**src/rtl/pacer_pkg.sv**
```systemverilog
package pacer_pkg;

    // Number of programmable full-speed steps; step k divides by (NUM_STEPS + 1 - k).
    localparam int NUM_STEPS = 10;
    // Master clocks in one stretched (compatible-rate) cycle.
    localparam int SLOW_LEN  = 10;
    localparam int ADDR_W    = 16;
    localparam int STEP_W    = $clog2(NUM_STEPS + 1);
    localparam int MAX_LEN   = (NUM_STEPS > SLOW_LEN) ? NUM_STEPS : SLOW_LEN;
    localparam int LEN_W     = $clog2(MAX_LEN + 1);

    typedef logic [ADDR_W-1:0] addr_t;
    typedef logic [STEP_W-1:0] step_t;
    typedef logic [LEN_W-1:0]  len_t;

    // What the timer needs to run one processor cycle.
    typedef struct packed {
        len_t len;
        logic slow;
    } cycle_plan_t;

    function automatic logic step_in_range(input step_t s);
        return (s >= step_t'(1)) && (s <= step_t'(NUM_STEPS));
    endfunction

    function automatic len_t step_to_len(input step_t s);
        return len_t'(NUM_STEPS + 1) - len_t'(s);
    endfunction

endpackage

```
**src/rtl/pacer_step_reg.sv**
```systemverilog
module pacer_step_reg
    import pacer_pkg::*;
#(
    parameter int RESET_STEP = NUM_STEPS
) (
    input  logic  clk,
    input  logic  rst,
    input  logic  wr_en,
    input  step_t wr_data,
    output step_t step_q
);

    logic accept;

    always_comb begin
        accept = wr_en && step_in_range(wr_data);
    end

    always_ff @(posedge clk) begin
        if (rst) begin
            step_q <= step_t'(RESET_STEP);
        end else if (accept) begin
            step_q <= wr_data;
        end
    end

endmodule

```
**src/rtl/pacer_window_dec.sv**
```systemverilog
module pacer_window_dec
    import pacer_pkg::*;
#(
    parameter int    WIN_BITS = 12,
    parameter addr_t WIN_BASE = 16'hC000
) (
    input  addr_t addr,
    output logic  hit
);

    localparam int TAG_W = ADDR_W - WIN_BITS;

    logic [TAG_W-1:0] tag;
    logic [TAG_W-1:0] base_tag;

    generate
        if (TAG_W > 0) begin : g_tag
            always_comb begin
                tag      = addr[ADDR_W-1:WIN_BITS];
                base_tag = WIN_BASE[ADDR_W-1:WIN_BITS];
                hit      = (tag == base_tag);
            end
        end else begin : g_all
            always_comb begin
                tag      = '0;
                base_tag = '0;
                hit      = 1'b1;
            end
        end
    endgenerate

endmodule

```
**src/rtl/pacer_cycle_timer.sv**
```systemverilog
module pacer_cycle_timer
    import pacer_pkg::*;
(
    input  logic        clk,
    input  logic        rst,
    input  cycle_plan_t plan_in,
    output logic        cpu_ce,
    output logic        slow_active
);

    len_t        phase_q;
    cycle_plan_t plan_q;
    cycle_plan_t cur_plan;
    logic        first_clk;

    always_comb begin
        first_clk   = (phase_q == '0);
        cur_plan    = first_clk ? plan_in : plan_q;
        cpu_ce      = (phase_q == (cur_plan.len - len_t'(1)));
        slow_active = cur_plan.slow;
    end

    always_ff @(posedge clk) begin
        if (rst) begin
            phase_q     <= '0;
            plan_q.len  <= len_t'(1);
            plan_q.slow <= 1'b0;
        end else begin
            if (first_clk) begin
                plan_q <= plan_in;
            end
            if (cpu_ce) begin
                phase_q <= '0;
            end else begin
                phase_q <= phase_q + len_t'(1);
            end
        end
    end

endmodule

```
**src/rtl/cpu_clk_pacer.sv**
```systemverilog
module cpu_clk_pacer
    import pacer_pkg::*;
#(
    parameter int    WIN_BITS   = 12,
    parameter addr_t WIN_BASE   = 16'hC000,
    parameter int    RESET_STEP = NUM_STEPS
) (
    input  logic              clk,
    input  logic              rst,
    input  logic [ADDR_W-1:0] cpu_addr,
    input  logic              step_wr_en,
    input  logic [STEP_W-1:0] step_wr_data,
    input  logic              slow_force,
    output logic              cpu_ce,
    output logic              slow_active
);

    step_t       step_q;
    logic        win_hit;
    cycle_plan_t next_plan;

    pacer_step_reg #(
        .RESET_STEP (RESET_STEP)
    ) u_step (
        .clk     (clk),
        .rst     (rst),
        .wr_en   (step_wr_en),
        .wr_data (step_wr_data),
        .step_q  (step_q)
    );

    pacer_window_dec #(
        .WIN_BITS (WIN_BITS),
        .WIN_BASE (WIN_BASE)
    ) u_win (
        .addr (cpu_addr),
        .hit  (win_hit)
    );

    always_comb begin
        next_plan.slow = slow_force || win_hit;
        next_plan.len  = next_plan.slow ? len_t'(SLOW_LEN) : step_to_len(step_q);
    end

    pacer_cycle_timer u_timer (
        .clk         (clk),
        .rst         (rst),
        .plan_in     (next_plan),
        .cpu_ce      (cpu_ce),
        .slow_active (slow_active)
    );

endmodule

```
**config.mk**
```make
export PLATFORM = sky130hd
export DESIGN_NAME = cpu_clk_pacer
export DESIGN_NICKNAME = d
export VERILOG_FILES = /design/src/rtl/pacer_pkg.sv /design/src/rtl/pacer_step_reg.sv /design/src/rtl/pacer_window_dec.sv /design/src/rtl/pacer_cycle_timer.sv /design/src/rtl/cpu_clk_pacer.sv
export SDC_FILE = /design/constraint.sdc
export NUM_CORES = 1
export LEC_CHECK = 0
export ABC_AREA = 1
export BUFFER_PORTS_ARGS = -buffer_cell sky130_fd_sc_hd__buf_2
export CORE_AREA = 2 2 44 46
export DETAILED_ROUTE_END_ITERATION = 12
export DIE_AREA = 0 0 46 48
export HOLD_SLACK_MARGIN = 0.15
export PLACE_DENSITY = 0.75
export SYNTH_ARGS = -nofsm -noshare
export SYNTH_HDL_FRONTEND = slang
export SYNTH_HIERARCHICAL = 1
export SYNTH_SLANG_ARGS = --single-unit
```
**constraint.sdc**
```tcl
create_clock -name clk -period 3.75 [get_ports clk]
set_clock_uncertainty 0.15 [all_clocks]
set_input_delay 0.1875 -clock clk [delete_from_list [all_inputs] [get_ports clk]]
set_output_delay 0.1875 -clock clk [all_outputs]
set_load 0.05 [all_outputs]
```
### Word level (Yosys, flattened, before mapping)

Index checks and enable logic that the tools add are counted.

* add/subtract/negate cells: 3
* mux-type cells: 2
* reduce and logical (&&, ||, !) cells: 5
* magnitude comparators: 2
* equality and inequality tests: 2

Operators with widths (count)
* 5-bit two-way mux: 1
* 4-bit by 1-bit adder with 4-bit output, second input constant: 1
* 4-bit == test: 1
* 4-bit == test, second input constant: 1
* 4-bit by 1-bit >= comparator with 1-bit output, second input constant: 1
* 4-bit <= comparator, second input constant: 1
* 4-bit zero test: 1
* 4-bit two-way mux: 1
* 4-bit by 1-bit subtractor with 4-bit output, second input constant: 1
* 4-bit subtractor, first input constant: 1
* 1-bit logical AND: 2
* 2-bit OR reduction: 1
* 1-bit logical OR: 1

* bits in registers: 13
* output and inout bits: 2
* bits of input ports: 24

### Longest topological paths before layout

* word-level depth: 7
* mapped depth: 16
* mapped depth without buffers: 16

### Cells and area by module

The synthesis kept the hierarchy.

Modules (own cells, without submodules)
* pacer_cycle_timer: instances 1, cells each 77, area an instance 534.3 sq um
* pacer_step_reg: instances 1, cells each 32, area an instance 207.7 sq um
* cpu_clk_pacer: instances 1, cells each 10, area an instance 41.3 sq um
* pacer_window_dec: instances 1, cells each 5, area an instance 21.3 sq um

### Worst setup path after synthesis

No wires, ideal clock.

* path type: reg2out
* start point: reg u_timer.phase_q[0]
* end point: out cpu_ce
* buffers on the path: 0
* arrival time: 1.898 ns
* cell stages (with the launch flop): 12
* setup slack: 1.514 ns
* path through: dfxtp_1 > inv_1 > ha_1 > nand2_4 > nand2_1 > nand2_1 > ha_1 > xor2_1 > nand3_1 > nor2_1 > nand2_1 > inv_1

* longest elaborated chain between the ends: 4

RTL lines
* start, declared: line pacer_cycle_timer.sv:11 `len_t phase_q;`
* start signal, assigned: line pacer_cycle_timer.sv:35 `phase_q <= phase_q + len_t'(1);`
* 4-bit zero test: line pacer_cycle_timer.sv:17 `first_clk = (phase_q == '0);`
* 5-bit two-way mux
* 4-bit by 1-bit subtractor with 4-bit output: line pacer_cycle_timer.sv:19 `cpu_ce = (phase_q == (cur_plan.len - len_t'(1)));`
* 4-bit == test *: line pacer_cycle_timer.sv:19
* end, declared: line cpu_clk_pacer.sv:14 `output logic cpu_ce,`

Every way passes the cells marked *; elsewhere a longest branch is shown, timed or not.

### Worst setup path in the final report

Same ends and word-level chain as after synthesis.

==> impl_metrics.py <==
metrics = {
    "run": {
        "max_cap_viol_count": 0,
    },
    "global_route": {
        "grt_pass1_wl_mm": 2.80,
        "grt_pass1_vias": 699,
        "grt.overflow.total": 0,
        "antenna_found_initial": 0,
        "grt_max_degree": 9,
        "grt_usage": 0.179,
    },
    "timing": {
        "max_freq_mhz": 373,
        "hold_viol": 0,
        "setup_viol": 0,
        "period_share": 0.716,
        "tightest_slew_ns": 0.282,
        "slew_headroom": 0.812,
        "tns_ns": 0,
        "rsz0062_at_grt": "false",
        "fin_crit_ns": 2.68,
        "timing.final.ws_setup_ns": 1.07,
        "whs_ns": 0.156,
        "slew_violations": 0,
    },
    "synth": {
        "ys.flop_type": "dfxtp_1",
        "synth_nets": 151,
        "synth.top_cells.by_count": "28 x nand2_1, 23 x inv_1, 17 x nor2_1",
        "avgSynthCellArea_um2": 6.49,
        "netlist_area_um2": 805,
        "yosys.cell_count.top_type": "nand2_1",
        "synth_area_leaders": "dfxtp_1 32%, nand2_1 13%, inv_1 11%",
        "synth_edf_count": 0,
        "ys_seq_area_frac": 0.323,
        "synth.distinct_cells": 17,
        "async_flop_share": 0,
        "netlist.area_leader.share": 0.323,
        "synth_top_cell_by_area": "dfxtp_1",
        "ys_ff_latch": 13,
        "netlist_instances": 124,
        "yosysWarnings": 6,
    },
    "die": {
        "die_h_um": 48,
        "core-area_um2": 1690,
        "start_util": 0.476,
        "fp.dieArea_um2": 2210,
        "die_x_um": 46,
        "rows": 15,
        "io_pins": 26,
    },
    "setup_path": {
        "crit_chain": "inv_1 > ha_1 > nand2_4 > nand2_1 > nand2_1 > ha_1 > xor2_1 > nand3_1 > nor2_1 > nand2_1 > inv_1 > buf_2",
        "crit_type": "register to output port",
        "end_kind": "output port",
        "start_kind": "register",
        "timing.critical_path.mode_cell": "nand2_1",
        "critical_path_required_ns": 3.41,
        "crit_path_top_delay_cell": "dfxtp_1",
        "arrival_ns": 2.35,
        "cpPeakStageDelay_ns": 0.35,
        "crit_fanout": 8,
    },
    "power_and_ir_drop": {
        "cellPowerDensity_nw_per_um2": 728,
        "p_leak_uw": 0.000536,
        "power_uw": 734,
        "irDropWorstVdd_uv": 329,
    },
    "detailed_routing": {
        "drc_errors": 0,
        "vias": 788,
        "drtPass1Iterations": 4,
        "avgRoutedWirePerCell_um": 9.56,
        "vias_per_cell": 4.72,
        "drt_iter0_drc": 16,
        "ant_nets": 0,
        "wirelength_mm": 1.60,
    },
    "final_layout": {
        "final_cells": 167,
        "antenna_cells": 0,
        "nNetsFinal": 178,
        "areaGrowthSynthToFinish_pct": 25.2,
        "fill_cells": 168,
        "final_layout_size_suffix_gt1_frac": 0.187,
    },
    "cts": {
        "cts_tree": "yes",
        "clkTransAtPathRegs_ns": 0.07,
        "clock_latency_ns": 0.27,
        "numCtsBuffers": 3,
        "post_cts_buffers": 0,
        "cts-htree-levels": 1,
        "clockBufferDepth": 2,
        "cts_sinks": 13,
        "clockRootBuffer": "clkbuf_4",
    },
    "placed_design": {
        "hpwl_mm": 1.22,
        "dp_cells": 154,
        "port_buffers": 13,
        "place_ws_ns": 1.36,
        "gp_congestion": 0.780,
    },
    "min_path": {
        "min_path_type": "input pin to register",
    },
    "outcome": {
        "status": "finished clean",
    },
}
[worst paths after layout]
kind                                    startpoint                 end  slack, ns  depth (start not counted)
worst min-delay path               step_wr_data[2]    u_step/step_q[2]       0.16                          5
worst max-delay path            u_timer/phase_q[0]              cpu_ce       1.07                         12
worst min register to register  u_timer/phase_q[0]  u_timer/phase_q[0]       0.33                          1
worst max register to register  u_timer/phase_q[0]  u_timer/phase_q[1]       1.57                         12
[sequential cells by signal (all words and copies together) (netlist names)]
signal           count
u_timer/plan_q       5
u_step/step_q        4
u_timer/phase_q      4
[worst max-delay path: cells and delay by family (launching register included)]
| kind | cells | cell delay, ns |
|---|---|---|
| buf+inv | 3 | 0.39 |
| xor+xnor | 1 | 0.14 |
| simple gates | 6 | 0.57 |
| flops | 1 | 0.35 |
| fa+ha+maj | 2 | 0.63 |
[cell usage in the layout, fill, tap and decap left out, drive strengths merged, types with 2 or more instances in the layout]
cell          n
nand2        35
inv          24
nor2         21
nand3        14
buf          13
dfxtp        13
dlygate4sd3   9
nand4         4
clkbuf        4
xor2          3
ha            3
a21oi         2
nand3b        2
xnor2         2
[power breakdown]
group | internal (uW) | leakage, uW | switching (uW)
clock network | 41.1 | 0.0000150 | 42.5
registers | 180 | 0.000108 | 28.2
logic | 155 | 0.000413 | 287
total | 376 | 0.000536 | 358
[metal layers]
layer / up-vias / wire length [um] / track usage
li1: 431 / - / -
met1: 346 / 679 / 0.197
met2: 9 / 874 / 0.336
met3: 2 / 22 / 0.0340
met4: 0 / 19 / 0.0686
met5: - / 0 / 0
[logic make-up after synthesis]
kind of cell	after synthesis	share of synthesized area
fa+ha+maj	3	0.0467
xor+xnor	5	0.0544
simple gates	76	0.445
compound gates	3	0.0187
flops	13	0.323
buf+inv	24	0.112
[per-stage QoR]
step	cell area, um2	util
6_report	1010	0.596
5_1_grt	1010	0.596
4_1_cts	1010	0.596
3_5_place_dp	891	0.527
2_1_floorplan	805	-
3_3_place_gp	891	0.527
[cell type report]
class / count / area (um2) / area share
Inverter: 24 / 90.1 / 0.0894
Multi-Input combinational cell: 87 / 454 / 0.451
Timing Repair Buffer: 22 / 155 / 0.154
Clock buffer: 4 / 26.3 / 0.0261
Tap cell: 17 / 21.3 / 0.0211
Sequential cell: 13 / 260 / 0.258
[timing repair]
action | in CTS | in global routing
gates resized for setup | 0 | 0
hold buffers | 9 | 0
endpoints found under the hold margin | 9 | 0
Power figures use the tool's default switching activity.
